## src/rtl/bcdnat_pkg.sv

```systemverilog
package bcdnat_pkg;

    localparam int unsigned NIB_W  = 4;
    localparam int unsigned CHAR_W = 16;

    localparam logic [CHAR_W-1:0] CHAR_MINUS = 16'h002D;
    localparam logic [CHAR_W-1:0] CHAR_PLUS  = 16'h002B;
    localparam logic [CHAR_W-1:0] CHAR_ZERO  = 16'h0030;

    typedef enum logic [1:0] {
        SGN_BAD = 2'd0,
        SGN_POS = 2'd1,
        SGN_NEG = 2'd2
    } sign_kind_e;

    typedef struct packed {
        logic lt;
        logic gt;
        logic eq;
        logic so;
    } cond_code_t;

    function automatic sign_kind_e classify_sign(input logic [NIB_W-1:0] code);
        sign_kind_e k;
        unique case (code)
            4'hB, 4'hD:             k = SGN_NEG;
            4'hA, 4'hC, 4'hE, 4'hF: k = SGN_POS;
            default:                k = SGN_BAD;
        endcase
        return k;
    endfunction

endpackage

```

## src/rtl/bcdnat_sign_dec.sv

```systemverilog
module bcdnat_sign_dec
    import bcdnat_pkg::*;
(
    input  logic [NIB_W-1:0]  sign_nib,
    output logic              sign_neg,
    output logic              sign_ok,
    output logic [CHAR_W-1:0] sign_char
);
    sign_kind_e kind;

    always_comb begin
        kind      = classify_sign(sign_nib);
        sign_neg  = (kind == SGN_NEG);
        sign_ok   = (kind != SGN_BAD);
        sign_char = sign_neg ? CHAR_MINUS : CHAR_PLUS;
    end
endmodule

```

## src/rtl/bcdnat_digit_enc.sv

```systemverilog
module bcdnat_digit_enc
    import bcdnat_pkg::*;
#(
    parameter int unsigned NUM_CONV = 7
) (
    input  logic [NUM_CONV*NIB_W-1:0]  digits,
    output logic [NUM_CONV*CHAR_W-1:0] chars,
    output logic                       any_bad
);
    logic [NUM_CONV-1:0] bad_vec;

    for (genvar g = 0; g < NUM_CONV; g++) begin : g_dig
        logic [NIB_W-1:0] d;
        assign d = digits[g*NIB_W +: NIB_W];
        assign chars[g*CHAR_W +: CHAR_W] = CHAR_ZERO | {{(CHAR_W-NIB_W){1'b0}}, d};
        assign bad_vec[g] = (d > 4'd9);
    end

    assign any_bad = |bad_vec;
endmodule

```

## src/rtl/bcdnat_cc_gen.sv

```systemverilog
module bcdnat_cc_gen
    import bcdnat_pkg::*;
(
    input  logic       sign_ok,
    input  logic       sign_neg,
    input  logic       digit_bad,
    input  logic       mag_zero,
    input  logic       high_nonzero,
    output cond_code_t cc
);
    always_comb begin
        cc = '0;
        if (!sign_ok || digit_bad) begin
            cc.so = 1'b1;
        end else begin
            cc.eq = mag_zero;
            cc.lt = !mag_zero && sign_neg;
            cc.gt = !mag_zero && !sign_neg;
            cc.so = high_nonzero;
        end
    end
endmodule

```

## src/rtl/bcd_to_national.sv

```systemverilog
module bcd_to_national
    import bcdnat_pkg::*;
#(
    parameter int unsigned NUM_CONV = 7,
    parameter int unsigned BCD_W    = 128
) (
    input  logic             clk,
    input  logic             rst_n,
    input  logic             in_valid,
    input  logic [BCD_W-1:0] bcd_in,
    output logic [BCD_W-1:0] nat_out,
    output logic [3:0]       cc_out
);
    localparam int unsigned CONV_LO  = NIB_W;
    localparam int unsigned CONV_W   = NUM_CONV * NIB_W;
    localparam int unsigned OVF_LSB  = (NUM_CONV + 1) * NIB_W;
    localparam int unsigned CHARS_W  = NUM_CONV * CHAR_W;
    localparam int unsigned USED_W   = CHARS_W + CHAR_W;
    localparam int unsigned PAD_W    = BCD_W - USED_W;

    logic              sign_neg;
    logic              sign_ok;
    logic [CHAR_W-1:0] sign_char;
    logic [CHARS_W-1:0] digit_chars;
    logic              digit_bad;
    logic              mag_zero;
    logic              high_nonzero;
    cond_code_t        cc_next;
    logic [BCD_W-1:0]  nat_next;

    bcdnat_sign_dec u_sign (
        .sign_nib  (bcd_in[NIB_W-1:0]),
        .sign_neg  (sign_neg),
        .sign_ok   (sign_ok),
        .sign_char (sign_char)
    );

    bcdnat_digit_enc #(.NUM_CONV(NUM_CONV)) u_digits (
        .digits  (bcd_in[CONV_LO +: CONV_W]),
        .chars   (digit_chars),
        .any_bad (digit_bad)
    );

    assign mag_zero     = ~|bcd_in[BCD_W-1:NIB_W];
    assign high_nonzero =  |bcd_in[BCD_W-1:OVF_LSB];

    bcdnat_cc_gen u_cc (
        .sign_ok      (sign_ok),
        .sign_neg     (sign_neg),
        .digit_bad    (digit_bad),
        .mag_zero     (mag_zero),
        .high_nonzero (high_nonzero),
        .cc           (cc_next)
    );

    if (PAD_W > 0) begin : g_pad
        assign nat_next = {{PAD_W{1'b0}}, digit_chars, sign_char};
    end else begin : g_nopad
        assign nat_next = {digit_chars, sign_char};
    end

    always_ff @(posedge clk or negedge rst_n) begin
        if (!rst_n) begin
            nat_out <= '0;
            cc_out  <= '0;
        end else if (in_valid) begin
            nat_out <= nat_next;
            cc_out  <= cc_next;
        end
    end
endmodule

```

## config.mk

```make
export PLATFORM = sky130hd
export DESIGN_NAME = bcd_to_national
export DESIGN_NICKNAME = d
export VERILOG_FILES = /design/src/rtl/bcdnat_pkg.sv /design/src/rtl/bcdnat_sign_dec.sv /design/src/rtl/bcdnat_digit_enc.sv /design/src/rtl/bcdnat_cc_gen.sv /design/src/rtl/bcd_to_national.sv
export SDC_FILE = /design/constraint.sdc
export NUM_CORES = 1
export LEC_CHECK = 0
export ABC_CLOCK_PERIOD_IN_PS = 2900
export CORE_ASPECT_RATIO = 1.5
export CORE_MARGIN = 10
export CORE_UTILIZATION = 30
export DETAILED_ROUTE_END_ITERATION = 16
export GPL_TIMING_DRIVEN = 0
export PLACE_DENSITY = 0.83
export SLEW_MARGIN = 20
export SYNTH_ARGS = -nofsm -noshare
export SYNTH_HDL_FRONTEND = slang
export SYNTH_SLANG_ARGS = --single-unit
```

## constraint.sdc

```tcl
create_clock -name clk -period 2.9 [get_ports clk]
set_input_delay 0.435 -clock clk [delete_from_list [all_inputs] [get_ports clk]]
set_output_delay 0.435 -clock clk [all_outputs]
set_load 0.005 [all_outputs]
```

==> summary.txt, run 1 <==
Clock network
  • Cts bufs inserted: 5
  • Root buffer cell: clkbuf_16
  • CTS tree: built
  • Number of H-tree branching levels: 2
  • Hold bufs inserted after CTS: 1
  • Quantity of gates resized following cts: 0
  • Longest Clk Path Bufs: 2
  • Clk slew on worst S/H paths: 60 ps
  • Clock latency on the worst-skew pair: 270 ps
  • Post-CTS Repair Setup Buffers: 0
  • Clock sinks: 35

Route
  • Count of TritonRoute iterations in the first routing pass: 4
  • Routed via count divided by cell count: 4.12
  • Residual antenna-violating net count after detailed routing: 0
  • Detailed-route wire length: 11.3 mm
  • Remaining design rule violation count: 0
  • Routed wire per std cell: 18.6 um
  • Number of DRC markers in iteration 0: 54
  • Routed vias: 2502

Worst hold path
  • Instance count along the most critical hold path: 1
  • Min-Delay Path Class: reg2reg
  • Min-Delay Startpoint: nat_out[1]
  • Worst Hold Endpoint: nat_out[1]

Layout
  • Antenna cells: 0
  • Area of the multi-input gates: 1050 um2
  • Area growth from synthesis to layout: 102%
  • Final nets: 636
  • Fraction of layout cells with a size suffix above 1: 27.9%
  • Area used by sequential logic in the layout: 876 um2
  • Area of all placed cells without fillers: 4810 um2
  • Fill count: 616

Power
  • Proportion of power drawn by combinational gates: 29.4%
  • Switch share: 22.6%
  • Leakage power figure: 2.18 nW
  • Net switching component of the power: 377 uW
  • Power density over cell area: 347 nW/um2
  • Worst-case vdd ir drop: 0.382 mV
  • Clk pwr share: 37.6%
  • Register share of total power: 33.0%
  • Cell-internal power: 1.29 mW

Floorplanning
  • Initial core utilization: 31.1%
  • I/O pin total: 263
  • Placeable Area: 7660 um2
  • Die Outline Area: 12000 um2
  • Number of standard-cell rows in the floorplan: 39
  • Die outline width: 92.7 um
  • DIE HEIGHT: 129 um

Placement
  • Count of buffers from port buffering: 180
  • Dpl cell area: 4630 um2
  • HPWL after detailed placement: 10.2 mm
  • Final weighted congestion of routability-driven global placement: 0.878
  • Setup WS pre-CTS: 594 ps

Yosys
  • Number of storage elements in the synthesis netlist: 35
  • Share of synthesized registers carrying an async set or reset: 100%
  • Cells taking the most area after synthesis: dfrtp_1 (37%), buf_4 (31%), mux2_2 (13%)
  • Count of mapped cells out of synthesis: 236
  • Most frequent cells after synthesis: buf_4 (97), dfrtp_1 (35), nor4_1 (30)
  • Area of the mapped netlist: 2380 um2
  • Cell type with the highest aggregate area in the netlist: dfrtp_1
  • Count of flip-flops with a built-in enable after synthesis: 0
  • Cell with the most instances after synthesis: buf_4
  • Avg Inst Size Synth: 10.1 um2
  • Warnings, synthesis: 0
  • Share of the yosys chip area belonging to registers: 36.8%
  • Synth unique cells: 27
  • Yosys top cell area share: 36.8%
  • Commonest register cell after synthesis: dfrtp_1

Timing
  • Minimum period implied by the final worst setup slack: 2050 ps
  • Unrepaired setup endpoints after global routing: false
  • Pins over their slew limit: 0
  • Slack of the critical path: 846 ps
  • Final setup fails: 0
  • Hold WS: 478 ps
  • Final hold violation count: 0
  • Pin slew with the least headroom to its limit: 501 ps
  • Slew Limit Headroom: 66.6%
  • Clk_skew: 0 ps
  • Fin crit share: 70.8%
  • Summed negative setup slack over all endpoints: 0 ps
  • Peak clock frequency supported by timing: 487 MHz

Worst setup path
  • Reg2reg setup slack: 1890 ps
  • Terminus of the critical flop-to-flop path: nat_out[101]
  • Worst EP arrival: 1620 ps
  • Element type at the critical path start: flip-flop
  • Kind of critical path: reg2out
  • Crit path launch: nat_out[101]
  • Sort of element at the end of the critical path: primary output
  • Worst-path maximum fanout: 18
  • Data required time at the worst endpoint: 2470 ps
  • Reg2Reg Depth: 1
  • Worst reg2reg startpoint: nat_out[101]

GRT
  • GRT Util Overall: 17.7%
  • Number of antenna violations at the first check in global routing: 0
  • First-pass GRT wire length: 16.5 mm
  • Maximum number of pins on one net before global-route repair: 29
  • Global-route congestion overflow total: 0
  • Via count of the first global-routing pass: 2714

Status
  • Outcome: completed

Flow run
  • Maximum Capacitance Violations: 0
==> layout make-up <==
type,instances,area share (%)
Buffer,101,15.5
Inverter,2,0.156
Timing Repair Buffer,182,38.0
Sequential cell,35,18.2
Multi-Input combinational cell,178,21.9
Tap cell,102,2.65
Clock inverter,2,0.728
Clock buffer,6,2.89
==> metal layers <==
metal / GRT usage [%] / up-vias / part of all wire (%)
li1: - / 1202 / -
met1: 15.2 / 1132 / 32
met2: 35.5 / 161 / 55
met3: 8.84 / 7 / 13
met4: 3.01 / 0 / 0.45
met5: 0 / - / 0
==> registers in the layout, summed over array words and instances, names as in the netlist <==
name / flops
nat_out: 31
cc_out: 4
==> metrics by stage <==
| step | total power, mW | utilization, % | instances |
|---|---|---|---|
| after floorplan | 0.729 | - | 316 |
| after global placement | 1.03 | 60.2 | 598 |
| after detailed placement | 1.04 | 60.4 | 599 |
| after CTS | 1.68 | 62.8 | 608 |
| after global routing | 1.74 | 62.8 | 608 |
| final | 1.67 | 62.8 | 608 |
==> placed cells by master (no fill, tap or decap), drive strengths merged <==
master,instances
a22o,1
clkinv,1
clkbuf,7
xor2,1
bufinv,1
o2bb2ai,1
o211ai,1
nand4,7
dfrtp,35
clkdlybuf4s50,179
nor2,2
o21a,1
or2,1
nand2,5
dlygate4sd3,1
mux2,29
nor3,2
conb,81
inv,2
buf,102
nand3,3
and3,1
a32o,1
nor2b,1
nor4,32
o21ai,8
==> critical path, cell delays in order (launching register included) <==
cell and delay [ps]:
dfrtp_1 640, buf_4 190, clkdlybuf4s50_1 520
==> cell families (layout without fill, tap and decap cells) <==
logic type,count (synthesis),after routing,synth area share (%)
AO/OA/AOI/OAI,13,13,3.47
XOR/XNOR,1,1,0.368
buffers and inverters,103,293,31.6
flip-flops,35,35,36.8
multiplexers,29,29,13.9
other,1,81,0.157
AND/OR/NAND/NOR,54,54,13.7
==> worst max-delay path by stage <==
stage / to / cells after the start
finish: nat_out[53] / 2
global route: cc_out[0] / 6
CTS: nat_out[53] / 2
detailed placement: cc_out[0] / 6
global placement: cc_out[0] / 6
floorplan: cc_out[0] / 5
==> power groups by stage <==
| stage | Sequential [mW] | Combinational [mW] | Clock, mW |
|---|---|---|---|
| 2_1_floorplan | 0.562 | 0.167 | 0 |
| 3_3_place_gp | 0.557 | 0.469 | 0 |
| 3_5_place_dp | 0.560 | 0.478 | 0 |
| 4_1_cts | 0.552 | 0.481 | 0.644 |
| 5_1_grt | 0.557 | 0.528 | 0.659 |
| 6_report | 0.552 | 0.491 | 0.628 |
No activity file was read; power rests on OpenSTA's default activity.
==> inputs of run 2 (changes only) <==
--- a/config.mk
+++ b/config.mk
@@ -5,13 +5,13 @@
 export SDC_FILE = /design/constraint.sdc
 export NUM_CORES = 1
 export LEC_CHECK = 0
-export ABC_CLOCK_PERIOD_IN_PS = 2900
+export ABC_CLOCK_PERIOD_IN_PS = 1850
 export CORE_ASPECT_RATIO = 1.5
 export CORE_MARGIN = 10
-export CORE_UTILIZATION = 30
+export CORE_UTILIZATION = 26
 export DETAILED_ROUTE_END_ITERATION = 16
 export GPL_TIMING_DRIVEN = 0
-export PLACE_DENSITY = 0.83
+export PLACE_DENSITY = 0.76
 export SLEW_MARGIN = 20
 export SYNTH_ARGS = -nofsm -noshare
 export SYNTH_HDL_FRONTEND = slang
==> constraint.sdc (replaced) <==
create_clock -name clk -period 1.85 [get_ports clk]
set_input_delay 0.2775 -clock clk [delete_from_list [all_inputs] [get_ports clk]]
set_output_delay 0.2775 -clock clk [all_outputs]
set_load 0.005 [all_outputs]
==> run 2 against run 1 <==
Compared with the run above:
- flip-flop and latch count unchanged
- final cell count increased by 1.3%
- first-iteration DRC count decreased by 43%
- clock skew unchanged
- setup slack got worse by 750 ps
- core utilization decreased by 7.5 points
- register-to-register slack got worse by 1000 ps
- critical path depth increased by 4
- combinational power increased by 58%
- clock power increased by 30%
- total power increased by 47%
- via count decreased by 0.76%
- highest routed layer unchanged
==> summary.txt, run 2 (synthesized netlist as in run 1, its figures left out) <==
Timing
  • Final setup fails: 0 (unchanged)
  • Minimum period implied by the final worst setup slack: 1760 ps
  • Clk_skew: 0 ps (unchanged)
  • Fin crit share: 94.9%
  • Slack of the critical path: 94.5 ps (-751 ps)
  • Pins over their slew limit: 0 (unchanged)
  • Final hold violation count: 0 (unchanged)
  • Peak clock frequency supported by timing: 570 MHz
  • Slew Limit Headroom: 64.4% (-2.3 points)
  • Pin slew with the least headroom to its limit: 535 ps (+33.9 ps)

GRT
  • Global-route congestion overflow total: 0 (unchanged)
  • GRT Util Overall: 15.3% (-2.3 points)
  • Number of antenna violations at the first check in global routing: 0 (unchanged)
  • First-pass GRT wire length: 16.2 mm (-1.6%)
  • Via count of the first global-routing pass: 2694 (-0.74%)
  • Maximum number of pins on one net before global-route repair: 21 (-28%)

Worst hold path
  • Min-Delay Path Class: in2async

Route
  • Residual antenna-violating net count after detailed routing: 0 (unchanged)
  • Detailed-route wire length: 11.3 mm (-0.28%)
  • Count of TritonRoute iterations in the first routing pass: 4 (unchanged)
  • Number of DRC markers in iteration 0: 31 (-43%)
  • Routed vias: 2483 (-0.76%)
  • Routed via count divided by cell count: 4.03 (-2.0%)
  • Remaining design rule violation count: 0 (unchanged)
  • Routed wire per std cell: 18.3 um (-1.6%)

Clock network
  • Root buffer cell: clkbuf_16
  • CTS tree: built
  • Longest Clk Path Bufs: 2 (unchanged)
  • Number of H-tree branching levels: 2 (unchanged)
  • Clock sinks: 35 (unchanged)
  • Cts bufs inserted: 5 (unchanged)
  • Clk slew on worst S/H paths: 60 ps (about the same)
  • Clock latency on the worst-skew pair: 280 ps (about the same)

Power
  • Post-layout total power: 2.46 mW (+47%)
  • Power density over cell area: 501 nW/um2 (+44%)
  • Leakage power figure: 2.31 nW (+6.0%)
  • Worst-case vdd ir drop: 0.735 mV (+92%)

Worst setup path
  • Kind of critical path: in2reg
  • Sort of element at the end of the critical path: flip-flop
  • Worst-path maximum fanout: 2 (-16)
  • Element type at the critical path start: primary input
  • Reg2Reg Depth: 1 (unchanged)
  • Data required time at the worst endpoint: 2010 ps (-460 ps)
  • Worst EP arrival: 1920 ps (+300 ps)

Placement
  • Dpl cell area: 4640 um2 (+0.38%)
  • Setup WS pre-CTS: -417 ps (-1010 ps)
  • Count of buffers from port buffering: 180 (unchanged)
  • HPWL after detailed placement: 10.1 mm (-0.94%)
  • Cell count after placement: 607 (+1.3%)
  • Final weighted congestion of routability-driven global placement: 0.825 (-6.0%)

Floorplanning
  • Die Outline Area: 13500 um2 (+12%)
  • Initial core utilization: 26.8% (-4.3 points)
  • DIE HEIGHT: 137 um (+6.3%)
  • Placeable Area: 8880 um2 (+16%)
  • Die outline width: 98.1 um (+5.8%)
  • Number of standard-cell rows in the floorplan: 42 (+7.7%)
  • I/O pin total: 263 (unchanged)

Layout
  • Top library cells by usage in the layout, fill and taps aside: clkdlybuf4s50_1 (165), buf_4 (97), conb_1 (81)
  • Fraction of layout cells with a size suffix above 1: 30.0% (+2.2 points)
  • Final nets: 636 (unchanged)
  • Fill count: 783 (+27%)
  • Area of the multi-input gates: 1120 um2 (+6.7%)
  • Antenna cells: 0 (unchanged)
  • Flip-flop count of the largest register after layout: 31 (unchanged)
  • Register bank with the most flops: nat_out
  • Area used by sequential logic in the layout: 880 um2 (+0.43%)
  • Area of all placed cells without fillers: 4910 um2 (+2.0%)
  • Leading cell type in the layout, fill and taps excluded: clkdlybuf4s50_1
  • Area growth from synthesis to layout: 106%
  • Biggest regs: nat_out: 31 flops, cc_out: 4 flops
  • Final cell count without fillers: 616 (+1.3%)

Status
  • Outcome: completed

Flow run
  • Maximum Capacitance Violations: 0 (unchanged)
-- run 2: changes by cell type in the layout (fill, tap and decap cells not counted), sizes merged --
cell,delta
clkbuf,-1
clkdlybuf4s50,-14
clkinvlp,+2
bufinv,-1
dlymetal6s2s,+14
-- run 2: power breakdown --
| group | total (mW) | leakage (nW) | switching (mW) | internal [mW] |
|---|---|---|---|---|
| clock network | 0.817 | 0.0658 | 0.321 | 0.495 |
| logic | 0.777 | 1.84 | 0.250 | 0.528 |
| registers | 0.864 | 0.410 | 0.0330 | 0.831 |
-- run 2: metal layers --
| metal | up-vias | GRT usage [%] | routed length (um) |
|---|---|---|---|
| met4 | 0 | 3.27 | 92 |
| li1 | 1199 | - | - |
| met3 | 8 | 7.27 | 1280 |
| met2 | 157 | 29.7 | 6160 |
| met5 | - | 0 | 0 |
| met1 | 1119 | 14.1 | 3760 |
-- run 2: repair_timing --
action,4_1_cts,5_1_grt
endpoints found under the hold margin,15,0
resized for setup,4,23
endpoints found under the setup margin,20,10
pin swaps,4,12
setup buffers,0,0
hold buffers,1,0
-- run 2: final cells by class --
class / instances / share of cell area (%)
Timing Repair Buffer: 182 / 38.1
Multi-Input combinational cell: 178 / 22.9
Sequential cell: 35 / 17.9
Buffer: 101 / 15.2
Tap cell: 110 / 2.80
Clock buffer: 5 / 2.55
Clock inverter: 3 / 0.408
Inverter: 2 / 0.153
-- run 2: worst max-delay path, stage by stage --
cell	delay [ps]
clkdlybuf4s50_1	410
nor4_2	290
nand4_1	210
nor4_4	310
nand3_1	140
mux2_4	270
-- run 2: final timing paths --
path	slack [ps]	startpoint	to
max in group asynchronous	960	rst_n	nat_out[32]
min in group clk	480	in_valid	nat_out[32]
worst min-delay path	450	rst_n	nat_out[16]
worst min register to register	490	nat_out[1]	nat_out[1]
worst max-delay path	90	bcd_in[89]	cc_out[0]
worst max register to register	880	nat_out[101]	nat_out[101]
-- run 2: metrics by stage --
stage                     utilization, %  hold slack, ps  TNS (ps)
after detailed placement            52.3             224     -1390
after global routing                55.3             499     -68.2
final                               55.3             454         0
after CTS                           54.3             457         0
after floorplan                        -           -18.1         0
after global placement              52.0             471    -10910
==> inputs of run 3 (changes only) <==
--- a/config.mk
+++ b/config.mk
@@ -6,12 +6,12 @@
 export NUM_CORES = 1
 export LEC_CHECK = 0
 export ABC_CLOCK_PERIOD_IN_PS = 1850
-export CORE_ASPECT_RATIO = 1.5
-export CORE_MARGIN = 10
-export CORE_UTILIZATION = 26
+export CORE_AREA = 2 2 102 104
+export CTS_CLUSTER_DIAMETER = 50
 export DETAILED_ROUTE_END_ITERATION = 16
+export DIE_AREA = 0 0 104 106
 export GPL_TIMING_DRIVEN = 0
-export PLACE_DENSITY = 0.76
+export PLACE_DENSITY = 0.71
 export SLEW_MARGIN = 20
 export SYNTH_ARGS = -nofsm -noshare
 export SYNTH_HDL_FRONTEND = slang
==> run 3 against run 2 <==
Compared with the run above:
- via count is 2.1% higher
- flip-flop and latch count stayed put
- final cell count is 4.2% higher
- setup slack worse by 2.7 ps
- total power is 11% lower
- critical path depth is 4 lower
- global-route usage is 0.77 points lower
- clock skew stayed put
- worst hold slack better by 1.9 ps
- non-clock buffer count stayed put
- highest routed layer unchanged
==> summary.txt, run 3 (synthesized netlist as in run 1, its figures left out) <==
Status
  • Outcome: completed

Route
  • Detailed-route wire length: 8.98 mm (-20%)
  • Count of TritonRoute iterations in the first routing pass: 4 (unchanged)
  • Number of DRC markers in iteration 0: 62 (+100%)
  • Remaining design rule violation count: 0 (unchanged)
  • Routed via count divided by cell count: 3.95 (-2.0%)
  • Routed vias: 2535 (+2.1%)
  • Routed wire per std cell: 14.0 um (-24%)
  • Residual antenna-violating net count after detailed routing: 0 (unchanged)

Clock network
  • Clock latency on the worst-skew pair: 290 ps (about the same)
  • Post-CTS Repair Setup Buffers: 0 (unchanged)
  • Clk slew on worst S/H paths: 80 ps (+20 ps)
  • Root buffer cell: clkbuf_8
  • Cts bufs inserted: 5 (unchanged)
  • Clock sinks: 35 (unchanged)
  • CTS tree: built
  • Number of H-tree branching levels: 2 (unchanged)
  • Longest Clk Path Bufs: 2 (unchanged)

Timing
  • Peak clock frequency supported by timing: 569 MHz (-0.15%)
  • Minimum period implied by the final worst setup slack: 1760 ps (+2.72 ps)
  • Pin slew with the least headroom to its limit: 518 ps (-16.5 ps)
  • Fin crit share: 95.0% (+0.15 points)
  • Slew Limit Headroom: 65.5% (+1.1 points)
  • Slack of the critical path: 91.8 ps (-2.72 ps)
  • Final hold violation count: 0 (unchanged)
  • Final setup fails: 0 (unchanged)
  • Pins over their slew limit: 0 (unchanged)
  • Summed negative setup slack over all endpoints: 0 ps (unchanged)
  • Clk_skew: 0 ps (unchanged)

Layout
  • Final nets: 636 (unchanged)
  • Fill count: 939 (+20%)
  • Biggest regs: nat_out: 31 flops, cc_out: 4 flops
  • Final cell count without fillers: 642 (+4.2%)
  • Leading cell type in the layout, fill and taps excluded: clkdlybuf4s50_1
  • Antenna cells: 0 (unchanged)
  • Top library cells by usage in the layout, fill and taps aside: clkdlybuf4s50_1 (161), buf_4 (97), conb_1 (81)
  • Flip-flop count of the largest register after layout: 31 (unchanged)
  • Area used by sequential logic in the layout: 877 um2 (-0.28%)
  • Area of all placed cells without fillers: 4900 um2 (-0.13%)
  • Area of the multi-input gates: 1140 um2 (+1.2%)
  • Register bank with the most flops: nat_out
  • Area growth from synthesis to layout: 106%
  • Fraction of layout cells with a size suffix above 1: 30.2% (+0.20 points)

GRT
  • Global-route congestion overflow total: 0 (unchanged)
  • Maximum number of pins on one net before global-route repair: 21 (unchanged)
  • Number of antenna violations at the first check in global routing: 0 (unchanged)
  • Via count of the first global-routing pass: 2509 (-6.9%)
  • First-pass GRT wire length: 12.9 mm (-20%)
  • GRT Util Overall: 14.6% (-0.77 points)

Placement
  • HPWL after detailed placement: 7.37 mm (-27%)
  • Count of buffers from port buffering: 180 (unchanged)
  • Dpl cell area: 4680 um2 (+0.70%)
  • Cell count after placement: 633 (+4.3%)
  • Final weighted congestion of routability-driven global placement: 0.819 (-0.69%)
  • Setup WS pre-CTS: -339 ps (+78.2 ps)

Worst setup path
  • Worst-path maximum fanout: 18 (+16)
  • Terminus of the critical flop-to-flop path: nat_out[101]
  • Worst reg2reg startpoint: nat_out[101]
  • Worst EP arrival: 1480 ps (-440 ps)
  • Reg2reg setup slack: 920 ps (+40 ps)
  • Kind of critical path: reg2out
  • Sort of element at the end of the critical path: primary output
  • Reg2Reg Depth: 1 (unchanged)
  • Critical path capture point: nat_out[5]
  • Element type at the critical path start: flip-flop
  • Data required time at the worst endpoint: 1570 ps (-440 ps)
  • Crit path launch: nat_out[101]

Flow run
  • Maximum Capacitance Violations: 0 (unchanged)

Floorplanning
  • I/O pin total: 263 (unchanged)
  • Initial core utilization: 23.8% (-3.0 points)
  • DIE HEIGHT: 106 um (-23%)
  • Die Outline Area: 11000 um2 (-18%)
  • Die outline width: 104 um (+6.0%)
  • Number of standard-cell rows in the floorplan: 37 (-12%)
  • Placeable Area: 10000 um2 (+13%)

Power
  • Post-layout total power: 2.20 mW (-11%)
  • Leakage power figure: 2.33 nW (+0.55%)
  • Power density over cell area: 448 nW/um2 (-11%)
  • Worst-case vdd ir drop: 0.558 mV (-24%)

Worst hold path
  • Min-Delay Path Class: in2async
-- run 3: layer usage --
layer | vias up | part of all wire [%] | GRT usage (%)
met5 | - | 0 | 0
met4 | 0 | 1.2 | 4.05
met3 | 12 | 10 | 5.95
met2 | 159 | 52 | 27.1
met1 | 1166 | 37 | 15.0
li1 | 1198 | - | -
-- run 3: layout make-up --
class	count	area share, %
Inverter	2	0.153
Clock inverter	2	0.255
Sequential cell	35	17.9
Timing Repair Buffer	182	38.3
Tap cell	136	3.47
Clock buffer	6	1.48
Multi-Input combinational cell	178	23.2
Buffer	101	15.2
-- run 3: how the worst min path moves through the flow --
| stage | to | slack, ps | from |
|---|---|---|---|
| 2_1_floorplan | cc_out[0] | -20 | rst_n |
| 3_3_place_gp | nat_out[1] | 470 | nat_out[1] |
| 3_5_place_dp | nat_out[83] | 230 | rst_n |
| 4_1_cts | nat_out[83] | 450 | rst_n |
| 5_1_grt | nat_out[83] | 480 | rst_n |
| 6_report | nat_out[83] | 460 | rst_n |
-- run 3: worst max-delay path: stages, from the launching register on --
cell and delay (ps):
dfrtp_2 530, buf_4 160, clkdlybuf4s50_1 500
-- run 3: per-stage QoR --
stage	utilization [%]	hold WS [ps]
2_1_floorplan	-	-18.1
4_1_cts	47.8	449
3_3_place_gp	46.5	467
3_5_place_dp	46.8	233
6_report	49.0	456
5_1_grt	49.0	476
-- run 3: what timing repair did --
action                                  in CTS  in global routing
resized for setup                            2                 30
pin swaps                                    0                 16
hold endpoints to repair                    15                  0
endpoints found under the setup margin      18                  3
hold buffers                                 1                  0
-- run 3: report_power, final --
| group | total (mW) | internal [mW] | switching, mW | leakage, nW |
|---|---|---|---|---|
| Sequential | 0.863 | 0.829 | 0.0339 | 0.409 |
| Combinational | 0.766 | 0.526 | 0.240 | 1.88 |
| Clock | 0.566 | 0.264 | 0.303 | 0.0412 |
